`src/rtl/brd_regs_pkg.sv`:
```
package brd_regs_pkg;
  localparam int DATA_W = 32;

  // word addresses
  localparam int WORD_ID    = 0;
  localparam int WORD_CSR   = 1;
  localparam int WORD_LINES = 2;

  // control/status word layout
  localparam int EN_LSB     = 0;
  localparam int EN_W       = 5;
  localparam int HWV_LSB    = 8;
  localparam int HWV_W      = 6;
  localparam int UNLOCK_BIT = 14;
  localparam int RSTREQ_BIT = 15;
  localparam int SW_LSB     = 16;
  localparam int SW_W       = 8;
  localparam int DET_LSB    = 24;
  localparam int DET_W      = 6;
  localparam int FLAG_LSB   = 30;
  localparam int FLAG_N     = 2;   // [0] bad address, [1] watchdog

  // line status word layout
  localparam int FR_LSB  = 0;
  localparam int FR_W    = 6;
  localparam int INV_LSB = 6;
  localparam int INV_W   = 4;
  localparam int RR_LSB  = 10;
  localparam int RR_W    = 6;

  localparam int LINES_W = SW_W + DET_W + FR_W + INV_W + RR_W;
endpackage

```
`src/rtl/brd_sync.sv`:
```
module brd_sync #(
  parameter int W = 1
) (
  input  logic         clk,
  input  logic         rst_n,
  input  logic [W-1:0] d,
  output logic [W-1:0] q
);
  logic [W-1:0] stage1_q;
  logic [W-1:0] stage2_q;

  always_ff @(posedge clk or negedge rst_n) begin
    if (!rst_n) begin
      stage1_q <= '0;
      stage2_q <= '0;
    end else begin
      stage1_q <= d;
      stage2_q <= stage1_q;
    end
  end

  assign q = stage2_q;
endmodule

```
`src/rtl/brd_sticky.sv`:
```
module brd_sticky #(
  parameter int N = 2
) (
  input  logic         clk,
  input  logic         rst_n,
  input  logic [N-1:0] set_i,
  input  logic [N-1:0] clr_i,
  output logic [N-1:0] flag_o
);
  for (genvar i = 0; i < N; i++) begin : g_flag
    logic flag_d;
    logic flag_q;

    // a set event outranks a clear in the same cycle
    always_comb begin
      flag_d = flag_q;
      if (clr_i[i]) flag_d = 1'b0;
      if (set_i[i]) flag_d = 1'b1;
    end

    always_ff @(posedge clk or negedge rst_n) begin
      if (!rst_n) flag_q <= 1'b0;
      else        flag_q <= flag_d;
    end

    assign flag_o[i] = flag_q;
  end
endmodule

```
`src/rtl/brd_rdmux.sv`:
```
module brd_rdmux
  import brd_regs_pkg::*;
#(
  parameter int ADR_W = 2
) (
  input  logic [ADR_W-1:0]  adr,
  input  logic [DATA_W-1:0] board_id,
  input  logic [EN_W-1:0]   en,
  input  logic              unlock,
  input  logic [HWV_W-1:0]  hwv,
  input  logic [SW_W-1:0]   sw,
  input  logic [DET_W-1:0]  det,
  input  logic [FLAG_N-1:0] flags,
  input  logic [FR_W-1:0]   front,
  input  logic [INV_W-1:0]  inv,
  input  logic [RR_W-1:0]   rear,
  output logic [DATA_W-1:0] rd
);
  always_comb begin
    rd = '0;
    if (adr == ADR_W'(WORD_ID)) begin
      rd = board_id;
    end else if (adr == ADR_W'(WORD_CSR)) begin
      rd[EN_LSB +: EN_W]     = en;
      rd[HWV_LSB +: HWV_W]   = hwv;
      rd[UNLOCK_BIT]         = unlock;
      rd[SW_LSB +: SW_W]     = sw;
      rd[DET_LSB +: DET_W]   = det;
      rd[FLAG_LSB +: FLAG_N] = flags;
    end else if (adr == ADR_W'(WORD_LINES)) begin
      rd[FR_LSB +: FR_W]     = front;
      rd[INV_LSB +: INV_W]   = inv;
      rd[RR_LSB +: RR_W]     = rear;
    end
  end
endmodule

```
`src/rtl/brd_regbank.sv`:
```
module brd_regbank
  import brd_regs_pkg::*;
#(
  parameter int ADR_W = 2
) (
  input  logic              clk,
  input  logic              rst_n,
  input  logic              bus_cyc,
  input  logic              bus_stb,
  input  logic              bus_we,
  input  logic [ADR_W-1:0]  bus_adr,
  input  logic [DATA_W-1:0] bus_wdat,
  output logic [DATA_W-1:0] bus_rdat,
  output logic              bus_ack,
  input  logic [DATA_W-1:0] board_id,
  input  logic [HWV_W-1:0]  hw_version,
  input  logic [SW_W-1:0]   switch_in,
  input  logic [DET_W-1:0]  detect_in,
  input  logic [FR_W-1:0]   front_in,
  input  logic [INV_W-1:0]  front_inv_in,
  input  logic [RR_W-1:0]   rear_in,
  input  logic              evt_addr_err,
  input  logic              evt_wdog,
  output logic [EN_W-1:0]   ctrl_en,
  output logic              logic_rst
);
  logic                 ack_q, ack_d;
  logic [DATA_W-1:0]    rdat_q, rdat_d;
  logic [EN_W-1:0]      en_q, en_d;
  logic                 unlock_q, unlock_d;
  logic                 rstp_q, rstp_d;
  logic                 accept, csr_wr;
  logic [FLAG_N-1:0]    flag_q, flag_set, flag_clr;
  logic [LINES_W-1:0]   lines_raw, lines_s;
  logic [DATA_W-1:0]    rd_word;

  // asynchronous line inputs, synchronized as one vector
  assign lines_raw = {rear_in, front_inv_in, front_in, detect_in, switch_in};

  brd_sync #(.W(LINES_W)) u_sync (
    .clk (clk),
    .rst_n (rst_n),
    .d (lines_raw),
    .q (lines_s)
  );

  assign accept = bus_cyc & bus_stb & ~ack_q;
  assign csr_wr = accept & bus_we & (bus_adr == ADR_W'(WORD_CSR));

  assign flag_set = {evt_wdog, evt_addr_err};
  assign flag_clr = {FLAG_N{csr_wr}} & bus_wdat[FLAG_LSB +: FLAG_N];

  brd_sticky #(.N(FLAG_N)) u_flags (
    .clk (clk),
    .rst_n (rst_n),
    .set_i (flag_set),
    .clr_i (flag_clr),
    .flag_o (flag_q)
  );

  brd_rdmux #(.ADR_W(ADR_W)) u_rdmux (
    .adr (bus_adr),
    .board_id (board_id),
    .en (en_q),
    .unlock (unlock_q),
    .hwv (hw_version),
    .sw (lines_s[0 +: SW_W]),
    .det (lines_s[SW_W +: DET_W]),
    .flags (flag_q),
    .front (lines_s[SW_W+DET_W +: FR_W]),
    .inv (lines_s[SW_W+DET_W+FR_W +: INV_W]),
    .rear (lines_s[SW_W+DET_W+FR_W+INV_W +: RR_W]),
    .rd (rd_word)
  );

  // next state
  always_comb begin
    ack_d    = accept;
    rdat_d   = rdat_q;
    en_d     = en_q;
    unlock_d = unlock_q;
    rstp_d   = 1'b0;
    if (accept) rdat_d = rd_word;
    if (csr_wr) begin
      en_d     = bus_wdat[EN_LSB +: EN_W];
      unlock_d = bus_wdat[UNLOCK_BIT];
      rstp_d   = bus_wdat[RSTREQ_BIT] & bus_wdat[UNLOCK_BIT];
    end
  end

  // registers
  always_ff @(posedge clk or negedge rst_n) begin
    if (!rst_n) begin
      ack_q    <= 1'b0;
      rdat_q   <= '0;
      en_q     <= '0;
      unlock_q <= 1'b0;
      rstp_q   <= 1'b0;
    end else begin
      ack_q    <= ack_d;
      rstp_q   <= rstp_d;
      if (accept) rdat_q   <= rdat_d;
      if (csr_wr) begin
        en_q     <= en_d;
        unlock_q <= unlock_d;
      end
    end
  end

  assign bus_ack   = ack_q;
  assign bus_rdat  = rdat_q;
  assign ctrl_en   = en_q;
  assign logic_rst = rstp_q;
endmodule

```
`config.mk`:
```
export PLATFORM = sky130hd
export DESIGN_NAME = brd_regbank
export DESIGN_NICKNAME = d
export VERILOG_FILES = /design/src/rtl/brd_regs_pkg.sv /design/src/rtl/brd_sync.sv /design/src/rtl/brd_sticky.sv /design/src/rtl/brd_rdmux.sv /design/src/rtl/brd_regbank.sv
export SDC_FILE = /design/constraint.sdc
export NUM_CORES = 1
export LEC_CHECK = 0
export BUFFER_PORTS_ARGS = -buffer_cell sky130_fd_sc_hd__buf_2
export CORE_UTILIZATION = 36
export CTS_BUF_LIST = sky130_fd_sc_hd__clkbuf_4 sky130_fd_sc_hd__clkbuf_8 sky130_fd_sc_hd__clkbuf_16
export CTS_CLUSTER_DIAMETER = 200
export DETAILED_ROUTE_END_ITERATION = 8
export PLACE_DENSITY = 0.71
export SYNTH_ARGS = -nofsm -noshare
export SYNTH_HDL_FRONTEND = slang
export SYNTH_SLANG_ARGS = --single-unit
```
`constraint.sdc`:
```
create_clock -name clk -period 1.6 [get_ports clk]
set_input_delay 0.16 -clock clk [delete_from_list [all_inputs] [get_ports clk]]
set_output_delay 0.16 -clock clk [all_outputs]
set_load 0.005 [all_outputs]
```
==> impl_metrics.py <==
metrics = {
    "placed_design": {
        "dp_hpwl_um": 5380,
        "io_buffers": 124,
        "place_congestion": 0.724,
    },
    "layout": {
        "final_common_cell": "buf_2",
        "diodes": 0,
        "finish.net_count": 527,
        "num-fill-cells": 876,
        "regArea_sq_um": 2550,
        "layout_common_cells": "buf_2 (123), dfrtp_1 (102), dlygate4sd3_1 (35)",
        "area_growth_pct": 37.0,
        "multi_input_area_sq_um": 955,
        "drive_above_1_share_pct": 40.2,
    },
    "cts": {
        "post_cts_resized": 0,
        "cts_tree": "yes",
        "clock_latency_ns": 0.35,
        "clk_pin_slew_ns": 0.08,
        "clockBufferDepth": 2,
        "cts_hold_buffers": 33,
        "cts_num_sinks": 102,
        "cts_setup_buffers": 0,
        "htreeDepth": 3,
        "cts_root_buf": "clkbuf_8",
        "cts_made_buffers": 9,
    },
    "die": {
        "core_sq_um": 9730,
        "die_y_um": 102,
        "num_rows": 36,
        "ios": 148,
        "die-width_um": 102,
        "die_area_sq_um": 10400,
        "start_util_pct": 37.1,
    },
    "outcome": {
        "outcome": "complete, no violations",
    },
    "global_routing": {
        "grt_max_degree": 53,
        "grt_usage_pct": 15.1,
        "grt_pass1_vias": 2386,
        "grt_pass1_wl_um": 11800,
        "grt_antenna_before_repair": 1,
        "grt-ovfl-total": 0,
    },
    "setup_path": {
        "worstPathRequired_ns": 1.83,
        "endpoint_kind": "flop",
        "crit_type": "flop to flop",
        "crit_slowest_cell": "dfrtp_1",
        "crit_buf_inv": 1,
        "crit_fanout": 9,
        "arrival_ns": 1.56,
        "crit_family": "simple AND/OR/NAND/NOR gates",
        "crit_path_max_incr_delay_ns": 0.39,
        "worstPathCellList": "nand3b_4, inv_2, and3_4, mux2_4",
        "cp-start-kind": "flop",
    },
    "timing": {
        "timing.final.hold_violations": 0,
        "fin_skew_ns": 0.0115,
        "worstMarginPinSlew_ns": 0.538,
        "finalSetupTns_ns": 0,
        "fin_crit_ns": 1.32,
        "rsz0062_at_grt": "no",
        "fmax_ghz": 0.756,
        "slew_headroom_pct": 64.1,
        "slew_viol_final": 0,
        "fin_crit_sh_pct": 82.7,
        "setup_viol": 0,
    },
    "flow_run": {
        "cap_violations": 0,
    },
    "detailed_routing": {
        "routed_wl_um": 7710,
        "antenna_left": 0,
        "routed_via_density": 4.48,
        "vias": 2489,
        "drtIter0Drc": 89,
        "dr.pass1.iters": 4,
        "drcViolationCount": 0,
        "wl_per_cell_um": 13.9,
    },
    "pwr": {
        "p_leak_nw": 2.47,
        "seqPwrFrac_pct": 55.1,
        "p_comb_share_pct": 14.1,
        "p_clk_share_pct": 30.8,
        "vdd_drop_max_mv": 0.621,
        "fin_total_pwr_w": 0.00531,
        "cell_internal_pwr_w": 0.00400,
        "swShare_pct": 24.7,
        "power.density_nw_per_um2": 1070,
        "p_sw_w": 0.00131,
    },
    "logic_synthesis": {
        "synth.avg_cell_area_sq_um": 14.2,
        "synth-seq-cells": 102,
        "synthAdderAreaFrac_pct": 0,
        "syn_nets": 364,
        "synth-xor-area-share_pct": 0,
        "synth_top_family_by_area": "multiplexers",
        "synthDistinctLibCells": 20,
        "synth_mux_area_share_pct": 11.4,
        "yosysWarnings": 0,
        "syn-instance-count": 255,
        "syn-cell-area_sq_um": 3610,
        "synth-simple-area-share_pct": 7.24,
        "seq_area_frac_synth_pct": 70.7,
        "synth_compound_area_share_pct": 7.83,
    },
    "hold_path": {
        "hold_path.class": "input port to flop",
    },
}
==> layout make-up <==
cell class | count | area share, %
clock buffer | 10 | 2.78
clock inverter | 6 | 1.37
inverter | 3 | 0.228
multi-input combinational | 135 | 19.3
sequential | 102 | 51.6
tap | 133 | 3.36
timing repair buffer | 167 | 21.4
==> worst paths after layout <==
check | startpoint | end | slack, ns | cells past startpoint
setup / recovery | bus_ack | ctrl_en[1] | 0.28 | 4
hold / removal | bus_wdat[0] | ctrl_en[0] | 0.05 | 2
setup reg to reg | bus_ack | ctrl_en[1] | 0.28 | 4
hold reg to reg | u_sync.stage1_q[13] | u_sync.q[13] | 0.35 | 0
max in group asynchronous | rst_n | bus_rdat[25] | 0.78 | 3
min in group asynchronous | rst_n | ctrl_en[3] | 0.28 | 2
==> power by group through the flow <==
stage	clock network (W)	logic (W)	registers, W
4_1_cts	0.00171	0.000762	0.00293
3_5_place_dp	0	0.000697	0.00298
5_1_grt	0.00182	0.000842	0.00295
6_report	0.00163	0.000750	0.00293
3_3_place_gp	0	0.000678	0.00297
2_1_floorplan	0	0.000302	0.00297
==> state kept, by name (all words and copies together), names as in the netlist <==
register and count:
bus_rdat 32, u_sync.q 30, u_sync.stage1_q 30, ctrl_en 5
u_flags.g_flag.flag_q 2, bus_ack 1, logic_rst 1, unlock_q 1
==> cells in the mapped netlist <==
cell,n,area [sq um]
mux2_4,6,90.1
nand2_1,20,75.1
buf_4,3,22.5
and3_4,1,11.3
inv_2,1,3.75
a31oi_1,2,12.5
dfrtp_1,102,2550
clkbuf_1,6,22.5
nor2b_4,1,13.8
mux2i_1,32,320
o31ai_1,20,150
buf_2,3,15.0
nor2_1,14,52.6
and3_1,1,6.26
or2_2,12,75.1
nand3b_4,1,20.0
and2b_1,1,7.51
buf_6,3,33.8
inv_1,2,7.51
a21oi_1,24,120
==> cell families after synthesis <==
| kind of cell | after synthesis |
|---|---|
| AOI/OAI and AO/OA | 46 |
| buffers and inverters | 18 |
| DFF | 102 |
| muxes | 38 |
| and+or+nand+nor | 51 |
==> per-stage QoR <==
stage | cell area (sq um) | worst slack, ns | util, % | cells | hold WS (ns)
4_1_cts | 4930 | 0.267 | 50.7 | 554 | 0.00684
2_1_floorplan | 3610 | 0.235 | - | 255 | -0.136
3_3_place_gp | 4390 | 0.313 | 45.2 | 505 | 0.112
3_5_place_dp | 4390 | 0.282 | 45.2 | 505 | 0.123
6_report | 4950 | 0.277 | 50.9 | 556 | 0.0530
5_1_grt | 4950 | 0.168 | 50.9 | 556 | 0.0261
==> routing by layer <==
metal	share of wire [%]	wire length [um]	track usage, %
met5	0.23	18	0
met4	1.2	94	4.62
met3	4.0	310	4.51
met2	51	3930	25.0
met1	44	3350	19.3
==> worst reg2reg max path, delay by kind of cell, from the launching register on <==
family | cells | cell delay (ns)
buffers and inverters | 1 | 0.06
multiplexers | 1 | 0.32
AND/OR/NAND/NOR | 2 | 0.45
flip-flops | 1 | 0.39
No activity file was read; power rests on OpenSTA's default activity.
